--- src/rtl/sic_pkg.sv ---
package sic_pkg;
  localparam int REG_AW = 4;

  typedef enum logic [REG_AW-1:0] {
    REG_STAT    = 4'd0,
    REG_EN      = 4'd1,
    REG_EN_SET  = 4'd2,
    REG_EN_CLR  = 4'd3,
    REG_POL     = 4'd4,
    REG_EDGE    = 4'd5,
    REG_STEER   = 4'd6,
    REG_GPIO_IE = 4'd7
  } reg_idx_e;
endpackage

--- src/rtl/sic_sync.sv ---
module sic_sync #(
  parameter int W      = 32,
  parameter int STAGES = 2
) (
  input  logic         clk_i,
  input  logic         rst_ni,
  input  logic [W-1:0] d_i,
  output logic [W-1:0] q_o
);
  logic [STAGES-1:0][W-1:0] stg_q;

  always_ff @(posedge clk_i or negedge rst_ni) begin
    if (!rst_ni) begin
      stg_q <= '0;
    end else begin
      stg_q[0] <= d_i;
      for (int s = 1; s < STAGES; s++) stg_q[s] <= stg_q[s-1];
    end
  end

  assign q_o = stg_q[STAGES-1];
endmodule

--- src/rtl/sic_regs.sv ---
module sic_regs
  import sic_pkg::*;
#(
  parameter int N_SRC  = 32,
  parameter int N_GPIO = 4
) (
  input  logic              clk_i,
  input  logic              rst_ni,
  input  logic              req_i,
  input  logic              we_i,
  input  logic [REG_AW-1:0] addr_i,
  input  logic [N_SRC-1:0]  wdata_i,
  input  logic [N_SRC-1:0]  status_i,
  output logic [N_SRC-1:0]  en_o,
  output logic [N_SRC-1:0]  pol_o,
  output logic [N_SRC-1:0]  edge_o,
  output logic [N_SRC-1:0]  steer_o,
  output logic [N_GPIO-1:0] gpio_ie_o,
  output logic [N_SRC-1:0]  clr_pend_o,
  output logic [N_SRC-1:0]  rdata_o
);
  localparam int PAD = N_SRC - N_GPIO;

  logic              wr, rd;
  logic [N_SRC-1:0]  set_m, clr_m, rd_mux;
  logic [N_SRC-1:0]  en_q, pol_q, edge_q, steer_q, rdata_q;
  logic [N_GPIO-1:0] ie_q;

  assign wr = req_i & we_i;
  assign rd = req_i & ~we_i;

  assign set_m      = (wr && addr_i == REG_EN_SET) ? wdata_i : '0;
  assign clr_m      = (wr && addr_i == REG_EN_CLR) ? wdata_i : '0;
  assign clr_pend_o = (wr && addr_i == REG_STAT)   ? wdata_i : '0;

  always_ff @(posedge clk_i or negedge rst_ni) begin
    if (!rst_ni) begin
      en_q    <= '0;
      pol_q   <= '0;
      edge_q  <= '0;
      steer_q <= '0;
      ie_q    <= '0;
    end else begin
      en_q <= (en_q | set_m) & ~clr_m;
      if (wr) begin
        case (addr_i)
          REG_POL:     pol_q   <= wdata_i;
          REG_EDGE:    edge_q  <= wdata_i;
          REG_STEER:   steer_q <= wdata_i;
          REG_GPIO_IE: ie_q    <= wdata_i[N_GPIO-1:0];
          default: ;
        endcase
      end
    end
  end

  always_comb begin
    case (addr_i)
      REG_STAT:    rd_mux = status_i;
      REG_EN:      rd_mux = en_q;
      REG_POL:     rd_mux = pol_q;
      REG_EDGE:    rd_mux = edge_q;
      REG_STEER:   rd_mux = steer_q;
      REG_GPIO_IE: rd_mux = {{PAD{1'b0}}, ie_q};
      default:     rd_mux = '0;
    endcase
  end

  always_ff @(posedge clk_i or negedge rst_ni) begin
    if (!rst_ni)  rdata_q <= '0;
    else if (rd)  rdata_q <= rd_mux;
  end

  assign en_o      = en_q;
  assign pol_o     = pol_q;
  assign edge_o    = edge_q;
  assign steer_o   = steer_q;
  assign gpio_ie_o = ie_q;
  assign rdata_o   = rdata_q;
endmodule

--- src/rtl/sic_detect.sv ---
module sic_detect #(
  parameter int N_SRC  = 32,
  parameter int N_GPIO = 4
) (
  input  logic              clk_i,
  input  logic              rst_ni,
  input  logic [N_SRC-1:0]  sync_i,
  input  logic [N_SRC-1:0]  pol_i,
  input  logic [N_SRC-1:0]  edge_i,
  input  logic [N_GPIO-1:0] gpio_ie_i,
  input  logic [N_SRC-1:0]  clr_pend_i,
  output logic [N_SRC-1:0]  status_o
);
  for (genvar i = 0; i < N_SRC; i++) begin : g_src
    logic gate, act, act_q, rise, pend_q;

    if (i < N_GPIO) begin : g_pin
      assign gate = gpio_ie_i[i];
    end else begin : g_dev
      assign gate = 1'b1;
    end

    assign act  = (sync_i[i] ^ pol_i[i]) & gate;
    assign rise = act & ~act_q;

    always_ff @(posedge clk_i or negedge rst_ni) begin
      if (!rst_ni) begin
        act_q  <= 1'b0;
        pend_q <= 1'b0;
      end else begin
        act_q <= act;
        // a fresh edge beats a concurrent software clear
        if (rise && edge_i[i])  pend_q <= 1'b1;
        else if (clr_pend_i[i]) pend_q <= 1'b0;
      end
    end

    assign status_o[i] = (edge_i[i] ? pend_q : act) & gate;
  end
endmodule

--- src/rtl/sic_route.sv ---
module sic_route #(
  parameter int N_SRC = 32
) (
  input  logic             clk_i,
  input  logic             rst_ni,
  input  logic [N_SRC-1:0] status_i,
  input  logic [N_SRC-1:0] en_i,
  input  logic [N_SRC-1:0] steer_i,
  output logic             int0_o,
  output logic             int1_o
);
  logic [N_SRC-1:0] live;
  logic             int0_q, int1_q;

  assign live = status_i & en_i;

  always_ff @(posedge clk_i or negedge rst_ni) begin
    if (!rst_ni) begin
      int0_q <= 1'b0;
      int1_q <= 1'b0;
    end else begin
      int0_q <= |(live & ~steer_i);
      int1_q <= |(live & steer_i);
    end
  end

  assign int0_o = int0_q;
  assign int1_o = int1_q;
endmodule

--- src/rtl/steer_irq_ctrl.sv ---
module steer_irq_ctrl
  import sic_pkg::*;
#(
  parameter int N_SRC    = 32,
  parameter int N_GPIO   = 4,
  parameter int N_SYNC   = 2
) (
  input  logic              clk_i,
  input  logic              rst_ni,
  input  logic [N_SRC-1:0]  irq_i,
  input  logic              req_i,
  input  logic              we_i,
  input  logic [REG_AW-1:0] addr_i,
  input  logic [N_SRC-1:0]  wdata_i,
  output logic [N_SRC-1:0]  rdata_o,
  output logic              int0_o,
  output logic              int1_o
);
  logic [N_SRC-1:0]  sync, en, pol, edge_m, steer, clr_pend, status;
  logic [N_GPIO-1:0] gpio_ie;

  sic_sync #(.W(N_SRC), .STAGES(N_SYNC)) u_sync (
    .clk_i (clk_i), .rst_ni (rst_ni), .d_i (irq_i), .q_o (sync)
  );

  sic_regs #(.N_SRC(N_SRC), .N_GPIO(N_GPIO)) u_regs (
    .clk_i      (clk_i),
    .rst_ni     (rst_ni),
    .req_i      (req_i),
    .we_i       (we_i),
    .addr_i     (addr_i),
    .wdata_i    (wdata_i),
    .status_i   (status),
    .en_o       (en),
    .pol_o      (pol),
    .edge_o     (edge_m),
    .steer_o    (steer),
    .gpio_ie_o  (gpio_ie),
    .clr_pend_o (clr_pend),
    .rdata_o    (rdata_o)
  );

  sic_detect #(.N_SRC(N_SRC), .N_GPIO(N_GPIO)) u_detect (
    .clk_i      (clk_i),
    .rst_ni     (rst_ni),
    .sync_i     (sync),
    .pol_i      (pol),
    .edge_i     (edge_m),
    .gpio_ie_i  (gpio_ie),
    .clr_pend_i (clr_pend),
    .status_o   (status)
  );

  sic_route #(.N_SRC(N_SRC)) u_route (
    .clk_i    (clk_i),
    .rst_ni   (rst_ni),
    .status_i (status),
    .en_i     (en),
    .steer_i  (steer),
    .int0_o   (int0_o),
    .int1_o   (int1_o)
  );
endmodule

--- config.mk ---
export PLATFORM = sky130hd
export DESIGN_NAME = steer_irq_ctrl
export DESIGN_NICKNAME = d
export VERILOG_FILES = /design/src/rtl/sic_pkg.sv /design/src/rtl/sic_sync.sv /design/src/rtl/sic_regs.sv /design/src/rtl/sic_detect.sv /design/src/rtl/sic_route.sv /design/src/rtl/steer_irq_ctrl.sv
export SDC_FILE = /design/constraint.sdc
export NUM_CORES = 1
export LEC_CHECK = 0
export BUFFER_PORTS_ARGS = -buffer_cell sky130_fd_sc_hd__buf_2
export CAP_MARGIN = 30
export CORE_MARGIN = 4
export CORE_UTILIZATION = 32
export CTS_CLUSTER_SIZE = 20
export DETAILED_ROUTE_END_ITERATION = 8
export GPL_TIMING_DRIVEN = 0
export PLACE_DENSITY = 0.56
export SKIP_CTS_REPAIR_TIMING = 1
export SLEW_MARGIN = 40
export SYNTH_ARGS = -nofsm -noshare
export SYNTH_HDL_FRONTEND = slang
export SYNTH_SLANG_ARGS = --single-unit
--- constraint.sdc ---
create_clock -name clk_i -period 1.7 [get_ports clk_i]
set_clock_uncertainty 0.15 [all_clocks]
set_input_delay 0.51 -clock clk_i [delete_from_list [all_inputs] [get_ports clk_i]]
set_output_delay 0.51 -clock clk_i [all_outputs]
set_load 0.005 [all_outputs]
# == After elaboration in Yosys (flattened, before gate mapping) ==
# Cells that the tools add are included.
# Widths: inputs -> output; s select.
# totals
in_bits,72
reg_bits,294
elab_cells,369
output_inout_bits,34
# classes
reduce_logical,74
mux,100
n_eq_ne,7
n_bitwise,114
# op_table
op,n
$pmux 32 s6,1
$and 32x32->32,4
$mux 1,96
$mux 32,3
$not 32->32,2
$reduce_bool 2->1,32
$reduce_or 32->1,2
$and 1x1->1,42
$logic_and 1x1->1,35
$not 1->1,33
$or 32x32->32,1
$xor 1x1->1,32
$eq 4x3->1 const B,4
$eq 4x2->1 const B,2
$reduce_and 2->1,4
$eq 4x1->1 const B,1
$logic_not 4->1,1

# == Logic depth before layout (Yosys ltp) ==
# logic_depth
ltp_word,7
mapped_depth,8
mapped_depth_nobuf,5

# == Hierarchy ==
# Synthesis repeated with hierarchy kept, for this count alone.
# hier_totals
cells_unflattened,981
hier_area_um2,12896.1
# by_module_without_submodules
module,cells_each,instances,seq_area_each_um2,area_per_inst_um2
sic_regs,552,1,4103.9,7639.8
sic_detect,236,1,1601.5,2880.3
sic_sync,96,1,1601.5,1841.8
sic_route,97,1,50.0,534.3

# == Worst setup path before layout ==
# OpenSTA, ideal clock, no wires.
# synth_timing
kind,input to register
start,input addr_i[0]
end,"register u_regs.pol_q[10], in the netlist u_regs.pol_o[10]"
arrival_ns,1.845
path_slack_ns,-0.423
n_path_buf,3
t_required_ns,1.423
setup_time_ns,0.127
stages,6
path_cell_list,buf_2 > nor4b_2 > nor2b_1 > buf_2 > buf_6 > mux2_1
# synth_between
elab_chain_len,2
# synth_rtl
item,line,source
from (decl),steer_irq_ctrl.sv:13,"input logic [REG_AW-1:0] addr_i,"
$eq 4x3->1,sic_regs.sv:46,case (addr_i)
$reduce_and 2->1 (no source line),--,
to (signal assigned),sic_regs.sv:47,REG_POL: pol_q <= wdata_i;
to (decl),sic_regs.sv:26,"logic [N_SRC-1:0] en_q, pol_q, edge_q, steer_q, rdata_q;"
# No other way between the ends.
# A chain may end at the register's enable or synchronous reset.

# == Worst setup path in the final report ==
# layout_timing
start,"register u_regs.pol_q[12], in the netlist u_regs.pol_o[12]"
end,"register u_route.int1_q, in the netlist u_route.int1_o"
# layout_between
elab_chain_len,5
# layout_rtl
item,line,source
$xor 1x1->1,sic_detect.sv:23,assign act = (sync_i[i] ^ pol_i[i]) & gate;
net u_detect.g_src[12].act,sic_detect.sv:15,"logic gate, act, act_q, rise, pend_q;"
$mux 1,sic_detect.sv:38,assign status_o[i] = (edge_i[i] ? pend_q : act) & gate;
$and 32x32->32,sic_route.sv:15,assign live = status_i & en_i;
$and 32x32->32,sic_route.sv:23,int1_q <= |(live & steer_i);
$reduce_or 32->1,sic_route.sv:23,
to (signal assigned),sic_route.sv:23,
to (decl),sic_route.sv:13,"logic int0_q, int1_q;"
# The timed path passes the listed nets, and every way through them passes these cells.

==> flow_summary.json <==
{
  "period_share_pct": 121.5,
  "max_freq_ghz": 0.4842,
  "grt_antenna_before_repair": 3,
  "r2r_start": "u_regs.pol_o[12]",
  "synth_nets": 1084,
  "cts_tree": "done",
  "final-seq-area_sq_um": 7360,
  "timing.hold.ws_ps": -256.9,
  "io_pins": 106,
  "clkTransAtPathRegs_ps": 50,
  "start_util_pct": 32.75,
  "worst-setup-path-type": "reg -> reg",
  "slowest_delay_ps": 420,
  "syn_inst": 1012,
  "seq_area_frac_synth_pct": 59.09,
  "die_h_um": 205.3,
  "fillers": 3631,
  "crit_chain": "xor2_1 > o2111ai_2 > o2111ai_1 > nor4_2 > nand3_1",
  "synth_top_family_by_area": "compound AO/OA/AOI/OAI gates",
  "gp_congestion": 0.8154,
  "ys_top_cells_by_area": "dfrtp_1 (59%), mux2_1 (4.1%), o2111ai_1 (3.9%), mux2_4 (3.6%), nand2_1 (3.6%)",
  "die_x_um": 205.3,
  "syn-cell-area_sq_um": 12450,
  "grt_overflow": 0,
  "total_power_mw": 20.53,
  "period_needed_ps": 2065,
  "synth_top_area_cell": "dfrtp_1",
  "setup_viol": 4,
  "regToRegSetupSlack_ps": -370,
  "cts.htree.levels": 2,
  "grt_max_degree": 72,
  "crit_slowest_cell": "dfrtp_1",
  "yosysWarnings": 0,
  "crit_required_ps": 1900,
  "rsz0062_at_grt": "true",
  "cts_sinks": 294,
  "vias_per_cell": 5.180,
  "post-place-ws_ps": -988.1,
  "worst_pin_slew_ps": 641.2,
  "clk_latency_ps": 530,
  "drive_gt1_share_pct": 28.25,
  "drt_first_pass_iters": 7,
  "wl_per_cell_um": 20.98,
  "multi_input_area_sq_um": 4942,
  "cts_buffers": 36,
  "critPathTopFamily": "simple AND/OR/NAND/NOR gates",
  "status": "finished, violations left",
  "grt_pass1_vias": 8949,
  "p_leak_nw": 7.488,
  "worst_slack_ps": -365.5,
  "grt.met3_usage_pct": 4.050,
  "crit_path_start": "u_regs.pol_o[12]",
  "synth_xor_area_share_pct": 2.251,
  "synth_fa_ha_area_share_pct": 0,
  "coreArea_sq_um": 38020,
  "slew_violations": 0,
  "grt_use_total_pct": 16.99,
  "syn_area_per_cell_sq_um": 12.30,
  "cp_num_buf_inv": 0,
  "post-dp-hpwl_um": 24360,
  "synth_top_area_share_pct": 59.09,
  "drt_iter0_markers": 819,
  "cp-end-kind": "register",
  "met1_usage_pct": 24.10,
  "drt-total-wl_um": 37030,
  "top_usage_layer": "met2",
  "ir_drop_mv": 0.5756,
  "grt_pass1_wl_um": 54860,
  "nNetsFinal": 1302,
  "portBuffers": 105,
  "drtAntennaViolNets": 0,
  "cts_root_buf": "clkbuf_16",
  "synth-simple-area-share_pct": 8.190,
  "num_vias": 9143,
  "die_area_sq_um": 42130,
  "path_max_fanout": 5,
  "synth_compound_area_share_pct": 15.46,
  "drv_cap": 0,
  "violations": "negative hold slack, negative setup slack",
  "relSlewSlack_pct": 57.26,
  "ys_ff_latch": 294,
  "hold_violations": 47,
  "use_met2_pct": 25.46,
  "cp-start-kind": "register",
  "clock_path_buffers": 3,
  "synth.distinct_cells": 34,
  "post-route-drc-count": 0,
  "muxShareOfSynthArea_pct": 10.26,
  "min-delay-path-class": "in -> async",
  "crit_arrival_ps": 2270,
  "powerDensity_nw_per_um2": 1265,
  "num_rows": 71,
  "layout-area-overhead-vs-synth_pct": 30.33
}
Yosys cell counts, drive strengths merged:
cell	number
a222oi	32
a22o	32
a22oi	4
a32o	32
and2	4
and2b	1
and4b	1
and4bb	1
buf	22
clkbuf	27
dfrtp	294
inv	89
mux2	75
mux2i	32
nand2	118
nand2b	33
nand3	33
nand4	2
nor2	3
nor2b	5
nor3	3
nor4	3
nor4b	3
nor4bb	1
o2111ai	56
o211ai	41
o21ai	25
o22ai	8
xor2	32
layout make-up:
cell class              instances  area share [%]
plain buffers                  45           2.622
flip-flops and latches        294           45.35
diodes                          1         0.01542
repair buffers                184           8.435
inverters                      89           2.059
clock inverters                 5          0.3547
well taps                     511           3.940
clock buffers                  56           6.762
multi-input cells             580           30.46
per-layer routing:
metal / part of all wire (%) / up-vias / wire [um]
li1: - / 4144 / -
met1: 45 / 4654 / 16840
met2: 46 / 281 / 16900
met3: 6.4 / 60 / 2353
met4: 2.5 / 4 / 912
met5: 0.059 / - / 22
state kept, by name (all words and copies together) (netlist names):
name                   flops
u_detect.g_src.act_q      32
u_detect.g_src.pend_q     32
u_regs.edge_o             32
u_regs.en_o               32
u_regs.pol_o              32
u_regs.rdata_o            32
u_regs.steer_o            32
u_sync.q_o                32
u_sync.stg_q              32
u_regs.gpio_ie_o           4
u_route.int0_o             1
u_route.int1_o             1
logic make-up after synthesis:
logic type | Yosys count
buffers and inverters | 138
muxes | 107
AOI/OAI and AO/OA | 230
xor gates and xnor gates | 32
and+or+nand+nor | 211
DFF | 294
placed cells by master (no fill, tap or decap), types with 4 or more instances in the layout:
cell type / netlist / final
inv_1: 89 / 89
mux2i_1: 32 / 32
mux2_4: 30 / 69
buf_16: 0 / 4
nand2b_1: 33 / 32
nand3_1: 33 / 33
clkbuf_2: 0 / 5
buf_2: 11 / 104
o211ai_1: 41 / 41
xor2_1: 32 / 28
and2_1: 4 / 4
nand2_1: 118 / 117
clkbuf_8: 0 / 10
o21ai_1: 25 / 25
dlygate4sd3_1: 0 / 32
a22o_1: 32 / 32
mux2_1: 45 / 6
buf_6: 6 / 13
a222oi_1: 32 / 32
buf_4: 4 / 47
a32o_1: 32 / 32
o22ai_1: 8 / 8
clkbuf_1: 27 / 16
a22oi_1: 4 / 4
o2111ai_2: 0 / 24
clkbuf_16: 0 / 40
o2111ai_1: 56 / 31
buf_8: 0 / 5
buf_12: 0 / 6
dfrtp_1: 294 / 292
power by group:
group / total, mW / internal, mW / switching, mW
clock network: 7.46 / 4.57 / 2.89
logic: 3.67 / 1.84 / 1.82
registers: 9.40 / 8.29 / 1.10
total: 20.5 / 14.7 / 5.82
per-stage QoR:
stage	setup TNS (ps)	std cells	instance area, sq um	util (%)	hold slack, ps
after floorplan	-31890	1012	12690	-	64.41
after CTS	-37790	1693	15130	39.81	-241.9
final	-717.2	1765	16230	42.68	-256.9
after detailed placement	-143210	1632	13980	36.77	184.7
after global routing	-1622	1765	16230	42.68	-239.3
after global placement	-1830820	1628	13850	36.44	184.7
final timing paths:
check / cells after the start / endpoint
worst min-delay path: 1 / u_sync.q_o[9]
max in group asynchronous: 3 / u_regs.pol_o[30]
worst max register to register: 5 / u_route.int1_o
worst min register to register: 0 / u_sync.q_o[2]
min in group clk_i: 3 / u_regs.steer_o[4]
worst max-delay path: 5 / u_route.int1_o
No activity file was read; power rests on OpenSTA's default activity.
